$ cat src/rtl/ffg_pkg.sv
package ffg_pkg;
  typedef enum logic [2:0] {
    ST_IDLE,
    ST_WALK,
    ST_REQ,
    ST_RSP,
    ST_DONE
  } ffg_state_e;
endpackage

$ cat src/rtl/ffg_addr_gen.sv
module ffg_addr_gen (
  input  logic [63:0] base,
  input  logic [63:0] offset,
  input  logic        off32,
  input  logic        sext,
  input  logic        scale,
  output logic [63:0] addr
);
  logic [63:0] ext_off;
  logic [63:0] scaled;

  always_comb begin
    if (off32)
      ext_off = sext ? {{32{offset[31]}}, offset[31:0]} : {32'b0, offset[31:0]};
    else
      ext_off = offset;
    scaled = scale ? {ext_off[61:0], 2'b00} : ext_off;
    addr   = base + scaled;
  end
endmodule

$ cat src/rtl/ffg_lane_pick.sv
module ffg_lane_pick #(
  parameter int LANES = 8,
  localparam int IW = (LANES > 1) ? $clog2(LANES) : 1,
  localparam int CW = IW + 1
) (
  input  logic [LANES-1:0] pred,
  input  logic [CW-1:0]    cursor,
  output logic             found,
  output logic [IW-1:0]    lane
);
  logic [LANES-1:0] cand;

  for (genvar g = 0; g < LANES; g++) begin : g_cand
    assign cand[g] = pred[g] && (CW'(g) >= cursor);
  end

  always_comb begin
    found = 1'b0;
    lane  = '0;
    for (int i = LANES - 1; i >= 0; i--) begin
      if (cand[i]) begin
        found = 1'b1;
        lane  = IW'(i);
      end
    end
  end
endmodule

$ cat src/rtl/ffg_prefix_keep.sv
module ffg_prefix_keep #(
  parameter int LANES = 8
) (
  input  logic [LANES-1:0] ffr,
  output logic [LANES-1:0] keep
);
  assign keep[0] = ffr[0];
  for (genvar g = 1; g < LANES; g++) begin : g_chain
    assign keep[g] = keep[g-1] & ffr[g];
  end
endmodule

$ cat src/rtl/ffg_seq.sv
module ffg_seq #(
  parameter int LANES  = 8,
  parameter int ELEM_W = 32,
  localparam int IW    = (LANES > 1) ? $clog2(LANES) : 1,
  localparam int CW    = IW + 1,
  localparam int RES_W = LANES * ELEM_W
) (
  input  logic               clk,
  input  logic               rst_n,
  input  logic               start_valid,
  output logic               start_ready,
  input  logic [LANES-1:0]   start_pred,
  input  logic [63:0]        start_base,
  input  logic [LANES*64-1:0] start_offs,
  input  logic [LANES-1:0]   start_ffr,
  input  logic               mode_off32,
  input  logic               mode_sext,
  input  logic               mode_scale,
  output logic               mem_req_valid,
  input  logic               mem_req_ready,
  output logic [63:0]        mem_req_addr,
  input  logic               mem_rsp_valid,
  output logic               mem_rsp_ready,
  input  logic [31:0]        mem_rsp_data,
  input  logic               mem_rsp_fault,
  output logic               done,
  output logic [RES_W-1:0]   result,
  output logic [LANES-1:0]   ffr_out,
  output logic               fault_valid,
  output logic [63:0]        fault_addr
);
  import ffg_pkg::*;

  ffg_state_e          state;
  logic [LANES-1:0]    pred_q;
  logic [63:0]         base_q;
  logic [LANES*64-1:0] offs_q;
  logic                off32_q, sext_q, scale_q;
  logic [LANES-1:0]    ffr_in_q;
  logic [LANES-1:0]    ffr_q;
  logic [RES_W-1:0]    raw_q;
  logic [CW-1:0]       cursor_q;
  logic [IW-1:0]       lane_q;
  logic                first_q;
  logic                fault_q;
  logic [63:0]         fault_addr_q;

  logic                pick_found;
  logic [IW-1:0]       pick_lane;
  logic [63:0]         lane_addr;
  logic [LANES-1:0]    keep;
  logic [ELEM_W-1:0]   elem_word;
  logic [LANES-1:0]    low_mask;

  ffg_lane_pick #(.LANES(LANES)) u_pick (
    .pred   (pred_q),
    .cursor (cursor_q),
    .found  (pick_found),
    .lane   (pick_lane)
  );

  ffg_addr_gen u_addr (
    .base   (base_q),
    .offset (offs_q[lane_q*64 +: 64]),
    .off32  (off32_q),
    .sext   (sext_q),
    .scale  (scale_q),
    .addr   (lane_addr)
  );

  ffg_prefix_keep #(.LANES(LANES)) u_keep (
    .ffr  (ffr_q),
    .keep (keep)
  );

  if (ELEM_W > 32) begin : g_wide
    assign elem_word = {{(ELEM_W-32){1'b0}}, mem_rsp_data};
  end else begin : g_narrow
    assign elem_word = mem_rsp_data[ELEM_W-1:0];
  end

  assign low_mask = ~({LANES{1'b1}} << lane_q);

  always_ff @(posedge clk or negedge rst_n) begin
    if (!rst_n) begin
      state        <= ST_IDLE;
      pred_q       <= '0;
      base_q       <= '0;
      offs_q       <= '0;
      off32_q      <= 1'b0;
      sext_q       <= 1'b0;
      scale_q      <= 1'b0;
      ffr_in_q     <= '0;
      ffr_q        <= '0;
      raw_q        <= '0;
      cursor_q     <= '0;
      lane_q       <= '0;
      first_q      <= 1'b0;
      fault_q      <= 1'b0;
      fault_addr_q <= '0;
    end else begin
      unique case (state)
        ST_IDLE: begin
          if (start_valid) begin
            pred_q       <= start_pred;
            base_q       <= start_base;
            offs_q       <= start_offs;
            off32_q      <= mode_off32;
            sext_q       <= mode_sext;
            scale_q      <= mode_scale;
            ffr_in_q     <= start_ffr;
            ffr_q        <= start_ffr;
            raw_q        <= '0;
            cursor_q     <= '0;
            first_q      <= 1'b1;
            fault_q      <= 1'b0;
            fault_addr_q <= '0;
            state        <= ST_WALK;
          end
        end
        ST_WALK: begin
          if (pick_found) begin
            lane_q <= pick_lane;
            state  <= ST_REQ;
          end else begin
            state  <= ST_DONE;
          end
        end
        ST_REQ: begin
          if (mem_req_ready) state <= ST_RSP;
        end
        ST_RSP: begin
          if (mem_rsp_valid) begin
            if (mem_rsp_fault) begin
              if (first_q) begin
                fault_q      <= 1'b1;
                fault_addr_q <= lane_addr;
                ffr_q        <= ffr_in_q;
              end else begin
                ffr_q <= ffr_q & low_mask;
              end
              state <= ST_DONE;
            end else begin
              raw_q[lane_q*ELEM_W +: ELEM_W] <= elem_word;
              first_q  <= 1'b0;
              cursor_q <= {1'b0, lane_q} + CW'(1);
              state    <= ST_WALK;
            end
          end
        end
        ST_DONE: state <= ST_IDLE;
        default: state <= ST_IDLE;
      endcase
    end
  end

  assign start_ready   = (state == ST_IDLE);
  assign mem_req_valid = (state == ST_REQ);
  assign mem_req_addr  = lane_addr;
  assign mem_rsp_ready = (state == ST_RSP);
  assign done          = (state == ST_DONE);
  assign ffr_out       = ffr_q;
  assign fault_valid   = fault_q;
  assign fault_addr    = fault_addr_q;

  for (genvar g = 0; g < LANES; g++) begin : g_res
    assign result[g*ELEM_W +: ELEM_W] = keep[g] ? raw_q[g*ELEM_W +: ELEM_W] : '0;
  end

  AST_REQ_HOLD: assert property (@(posedge clk) disable iff (!rst_n)
    mem_req_valid && !mem_req_ready |=> mem_req_valid && $stable(mem_req_addr));
  AST_DONE_PULSE: assert property (@(posedge clk) disable iff (!rst_n)
    done |=> !done);
  AST_IDLE_QUIET: assert property (@(posedge clk) disable iff (!rst_n)
    start_ready |-> !mem_req_valid && !mem_rsp_ready);
  AST_FAULT_MASK: assert property (@(posedge clk) disable iff (!rst_n)
    done && fault_valid |-> ffr_out == ffr_in_q);
  AST_MASK_ANDDOWN: assert property (@(posedge clk) disable iff (!rst_n)
    done |-> (ffr_out & ~ffr_in_q) == '0);
endmodule

$ cat config.mk
export PLATFORM = sky130hd
export DESIGN_NAME = ffg_seq
export DESIGN_NICKNAME = d
export VERILOG_FILES = /design/src/rtl/ffg_pkg.sv /design/src/rtl/ffg_addr_gen.sv /design/src/rtl/ffg_lane_pick.sv /design/src/rtl/ffg_prefix_keep.sv /design/src/rtl/ffg_seq.sv
export SDC_FILE = /design/constraint.sdc
export NUM_CORES = 2
export LEC_CHECK = 0
export BUFFER_PORTS_ARGS = -buffer_cell sky130_fd_sc_hd__buf_2
export CAP_MARGIN = 25
export CORE_AREA = 10 10 392 394
export DETAILED_ROUTE_END_ITERATION = 8
export DIE_AREA = 0 0 402 404
export HOLD_SLACK_MARGIN = 0.12
export PLACE_DENSITY = 0.64
export SETUP_SLACK_MARGIN = 0.4
export SLEW_MARGIN = 40
export SYNTH_ARGS = -nofsm -noshare
export SYNTH_HDL_FRONTEND = slang
export SYNTH_HIERARCHICAL = 1
export SYNTH_SLANG_ARGS = --single-unit
$ cat constraint.sdc
create_clock -name clk -period 6.55 [get_ports clk]
set_clock_uncertainty 0.05 [all_clocks]
set_input_delay 1.31 -clock clk [delete_from_list [all_inputs] [get_ports clk]]
set_output_delay 1.31 -clock clk [all_outputs]
set_load 0.03 [all_outputs]
==> run_summary.xml <==
<?xml version="1.0" encoding="UTF-8"?>
<metrics>
  <group name="global_routing">
    <metric name="first_global_vias" unit="">43700</metric>
    <metric name="initial_antenna_violation_count" unit="">44</metric>
    <metric name="groute.usage.overall" unit="%">24.5</metric>
    <metric name="globalRouteOverflowTotal" unit="">0</metric>
    <metric name="grt_pass1_wl" unit="mm">300</metric>
    <metric name="grt_start_max_net_pins" unit="">182</metric>
  </group>
  <group name="route">
    <metric name="routedWlPerCell" unit="µm">25.1</metric>
    <metric name="finalWirelength" unit="mm">210</metric>
    <metric name="drc" unit="">0</metric>
    <metric name="dr.pass1.iters" unit="">6</metric>
    <metric name="via_count" unit="">43400</metric>
    <metric name="drt-initial-drc-count" unit="">4025</metric>
    <metric name="post_drt_via_cell_ratio" unit="">5.20</metric>
    <metric name="final_antenna_net_count" unit="">0</metric>
  </group>
  <group name="timing">
    <metric name="fin_hold_ws" unit="ns">0.416</metric>
    <metric name="worst_pin_slew" unit="ns">0.922</metric>
    <metric name="rsz_0062_raised_after_global_routing" unit="">yes</metric>
    <metric name="final-max-slew-violation-count" unit="">0</metric>
    <metric name="hold_violations" unit="">0</metric>
    <metric name="slew_headroom" unit="%">38.5</metric>
    <metric name="finalCriticalPeriod" unit="ns">6.79</metric>
    <metric name="final_min_period_over_clock_period" unit="%">104</metric>
    <metric name="setup_tns" unit="ns">-1.80</metric>
    <metric name="finalSetupViolCount" unit="">17</metric>
    <metric name="setup_slack" unit="ns">-0.239</metric>
    <metric name="maxClockFrequency" unit="MHz">147</metric>
  </group>
  <group name="synthesis">
    <metric name="synthCells" unit="">5285</metric>
    <metric name="ys_async_sr_fraction" unit="%">100</metric>
    <metric name="yosys_register_bits" unit="">935</metric>
    <metric name="syn-num-nets" unit="">5992</metric>
    <metric name="netlist-cell-type-count" unit="">80</metric>
    <metric name="synth.yosys.seq_area_share" unit="%">50.0</metric>
    <metric name="synth-warning-count" unit="">6</metric>
    <metric name="syn_avg_cell_area" unit="µm²">8.85</metric>
    <metric name="synth.cell_area" unit="µm²">46800</metric>
    <metric name="yosys_most_used_dff" unit="">sky130_fd_sc_hd__dfrtp_1</metric>
    <metric name="synth_enable_flop_cells" unit="">0</metric>
  </group>
  <group name="floorplanning">
    <metric name="io_pins" unit="">1030</metric>
    <metric name="start_util" unit="%">32.2</metric>
    <metric name="num_rows" unit="">140</metric>
    <metric name="dieHeight" unit="µm">404</metric>
    <metric name="core_area" unit="µm²">145000</metric>
    <metric name="die_width" unit="µm">402</metric>
    <metric name="fp.dieArea" unit="µm²">162000</metric>
  </group>
  <group name="placed_design">
    <metric name="dp_hpwl" unit="mm">158</metric>
    <metric name="detailedPlace.worstSlack" unit="ns">-0.0622</metric>
    <metric name="quantity_of_i_o_buffers_inserted_on_ports" unit="">1029</metric>
    <metric name="gpl.final_weighted_congestion" unit="">0.950</metric>
    <metric name="dpl-instance-area" unit="µm²">54900</metric>
  </group>
  <group name="cells_and_area">
    <metric name="layout.cell_area.non_filler" unit="µm²">62000</metric>
    <metric name="final_common_cell" unit="">sky130_fd_sc_hd__nand2_1</metric>
    <metric name="final.fill_count" unit="">14100</metric>
    <metric name="post_route_cells_drive_above_1_share" unit="%">30.1</metric>
    <metric name="syn2layout_area_growth" unit="%">32.6</metric>
    <metric name="layout.cells.most_common_list" unit="">sky130_fd_sc_hd__nand2_1 (2273), sky130_fd_sc_hd__buf_2 (979), sky130_fd_sc_hd__dfrtp_1 (931)</metric>
    <metric name="nNetsFinal" unit="">7029</metric>
  </group>
  <group name="worst_setup_path">
    <metric name="crit_chain" unit="">buf_12, buf_16, buf_16, buf_6, mux4_2, nand2_2, nand2_2, buf_6, mux2_4, ha_4, a21oi_4, o21bai_1, a211oi_1, buf_4, o221ai_4, o21ai_4, buf_12, nand4_1, a21oi_2, buf_4, nor2_2, a311oi_2, buf_4, buf_6</metric>
    <metric name="critPathMaxFanout" unit="">6</metric>
    <metric name="setup.worst_path.end_class" unit="">output pin</metric>
    <metric name="slowest_delay" unit="ns">0.51</metric>
    <metric name="crit_path_start_kind" unit="">flop</metric>
    <metric name="crit_type" unit="">reg -&gt; out</metric>
    <metric name="crit_slowest_cell" unit="">sky130_fd_sc_hd__dfrtp_4</metric>
    <metric name="cp_data_required_time" unit="ns">5.19</metric>
    <metric name="worstPathArrival" unit="ns">5.43</metric>
  </group>
  <group name="clock_tree">
    <metric name="cts.root.buffer_cell" unit="">sky130_fd_sc_hd__clkbuf_16</metric>
    <metric name="clock_latency_reported_for_the_late_side_of_the_worst_skew_pair" unit="ns">0.75</metric>
    <metric name="cts_sinks" unit="">935</metric>
    <metric name="clock_tree.buffer_depth" unit="">3</metric>
    <metric name="cts-htree-levels" unit="">3</metric>
    <metric name="cts_made_buffers" unit="">104</metric>
    <metric name="clkTransAtPathRegs" unit="ns">0.06</metric>
    <metric name="tritoncts" unit="">built</metric>
  </group>
  <group name="power_and_ir_drop">
    <metric name="leakage_power" unit="µW">0.0321</metric>
    <metric name="power_density" unit="nW/µm²">710</metric>
    <metric name="vdd_drop_max" unit="mV">0.928</metric>
    <metric name="totalPowerFinal" unit="µW">44100</metric>
  </group>
  <group name="run">
    <metric name="max-cap-violations" unit="">0</metric>
  </group>
  <group name="status">
    <metric name="failed_checks" unit="">setup timing</metric>
    <metric name="run_status" unit="">finished with violations</metric>
  </group>
  <group name="hold_path">
    <metric name="worstHoldPathType" unit="">in -&gt; async</metric>
  </group>
</metrics>
==> synth_stat cells (73+ instances only) <==
cell,number,area [µm²]
sky130_fd_sc_hd__a21oi_1,117,586
sky130_fd_sc_hd__o21ai_0,150,751
sky130_fd_sc_hd__ha_1,73,913
sky130_fd_sc_hd__mux4_2,128,2880
sky130_fd_sc_hd__a22o_1,95,832
sky130_fd_sc_hd__buf_2,74,370
sky130_fd_sc_hd__clkbuf_1,241,905
sky130_fd_sc_hd__inv_1,88,330
sky130_fd_sc_hd__dfrtp_1,935,23400
sky130_fd_sc_hd__nand3_1,116,581
sky130_fd_sc_hd__nand2_1,2318,8700
sky130_fd_sc_hd__and2_1,263,1650
sky130_fd_sc_hd__nor2_1,93,349
==> flip-flops by register name, indices dropped and copies added, names as in the netlist, 3 cells and up <==
signal      flops
ffr_out         8
raw_q         256
base_q         64
pred_q          8
ffr_in_q        8
lane_q          3
offs_q        512
state           3
fault_addr     64
cursor_q        4
==> final cells by class <==
| cell class | instances | area, µm² | area share, % |
|---|---|---|---|
| Tap cell | 1917 | 2400 | 3.87 |
| Antenna cell | 26 | 65.1 | 0.105 |
| Sequential cell | 935 | 23400 | 37.7 |
| Multi-Input combinational cell | 3882 | 23500 | 37.9 |
| Clock buffer | 153 | 3050 | 4.91 |
| Inverter | 89 | 337 | 0.543 |
| Clock inverter | 41 | 654 | 1.05 |
| Timing Repair Buffer | 1310 | 8600 | 13.9 |
==> worst paths after layout <==
kind	endpoint	from	depth (start not counted)	slack, ns
worst min register to register	ffr_in_q[4]	ffr_in_q[4]	2	0.42
min in group clk	ffr_in_q[4]	ffr_in_q[4]	2	0.42
worst max-delay path	mem_req_addr[56]	lane_q[0]	24	-0.24
worst min-delay path	raw_q[89]	rst_n	1	0.42
worst max register to register	fault_addr[52]	lane_q[0]	26	1.59
max in group asynchronous	offs_q[403]	rst_n	4	4.41
==> what timing repair did <==
| item | CTS | global route |
|---|---|---|
| setup buffers | 56 | 52 |
| pin swaps | 89 | 89 |
| hold buffers | 0 | 0 |
| gates cloned | 7 | 1 |
| resized for setup | 287 | 182 |
| endpoints found under the setup margin | 55 | 52 |
| endpoints found under the hold margin | 0 | 0 |
==> per-layer routing <==
metal  share of wire [%]  GRT usage [%]  up-vias
li1                    -              -    19400
met3                 9.0           7.05      430
met1                  39           29.8    21600
met2                  47           40.2     2019
met5               0.039              0        -
met4                 5.0           11.2       12
==> per-stage QoR <==
stage | instances | utilization (%)
2_1_floorplan | 5285 | -
3_3_place_gp | 8006 | 37.6
3_5_place_dp | 8014 | 37.7
4_1_cts | 8271 | 41.6
5_1_grt | 8344 | 42.6
6_report | 8353 | 42.7
==> logic make-up after synthesis <==
logic type      Yosys count  synth area share [%]
compound gates          527                  7.40
xor+xnor                 59                  1.11
flops                   935                  50.0
buf+inv                 468                  4.07
mux                     225                  8.34
simple gates           2997                  27.0
fa+ha+maj                74                  2.00
==> power breakdown <==
part,total [µW],internal [µW],switching [µW],leakage (µW)
clock network,6330,3720,2610,0.00181
registers,9400,7900,1490,0.0121
logic,28300,11500,16900,0.0182
==> worst max-delay path: cells and delay by family, from the launching register on <==
| family | cells | cell delay [ns] |
|---|---|---|
| buf+inv | 10 | 1.46 |
| compound gates | 7 | 1.35 |
| simple gates | 4 | 0.41 |
| mux | 2 | 0.70 |
| fa+ha+maj | 1 | 0.23 |
| flops | 1 | 0.51 |
Power figures use the tool's default switching activity.
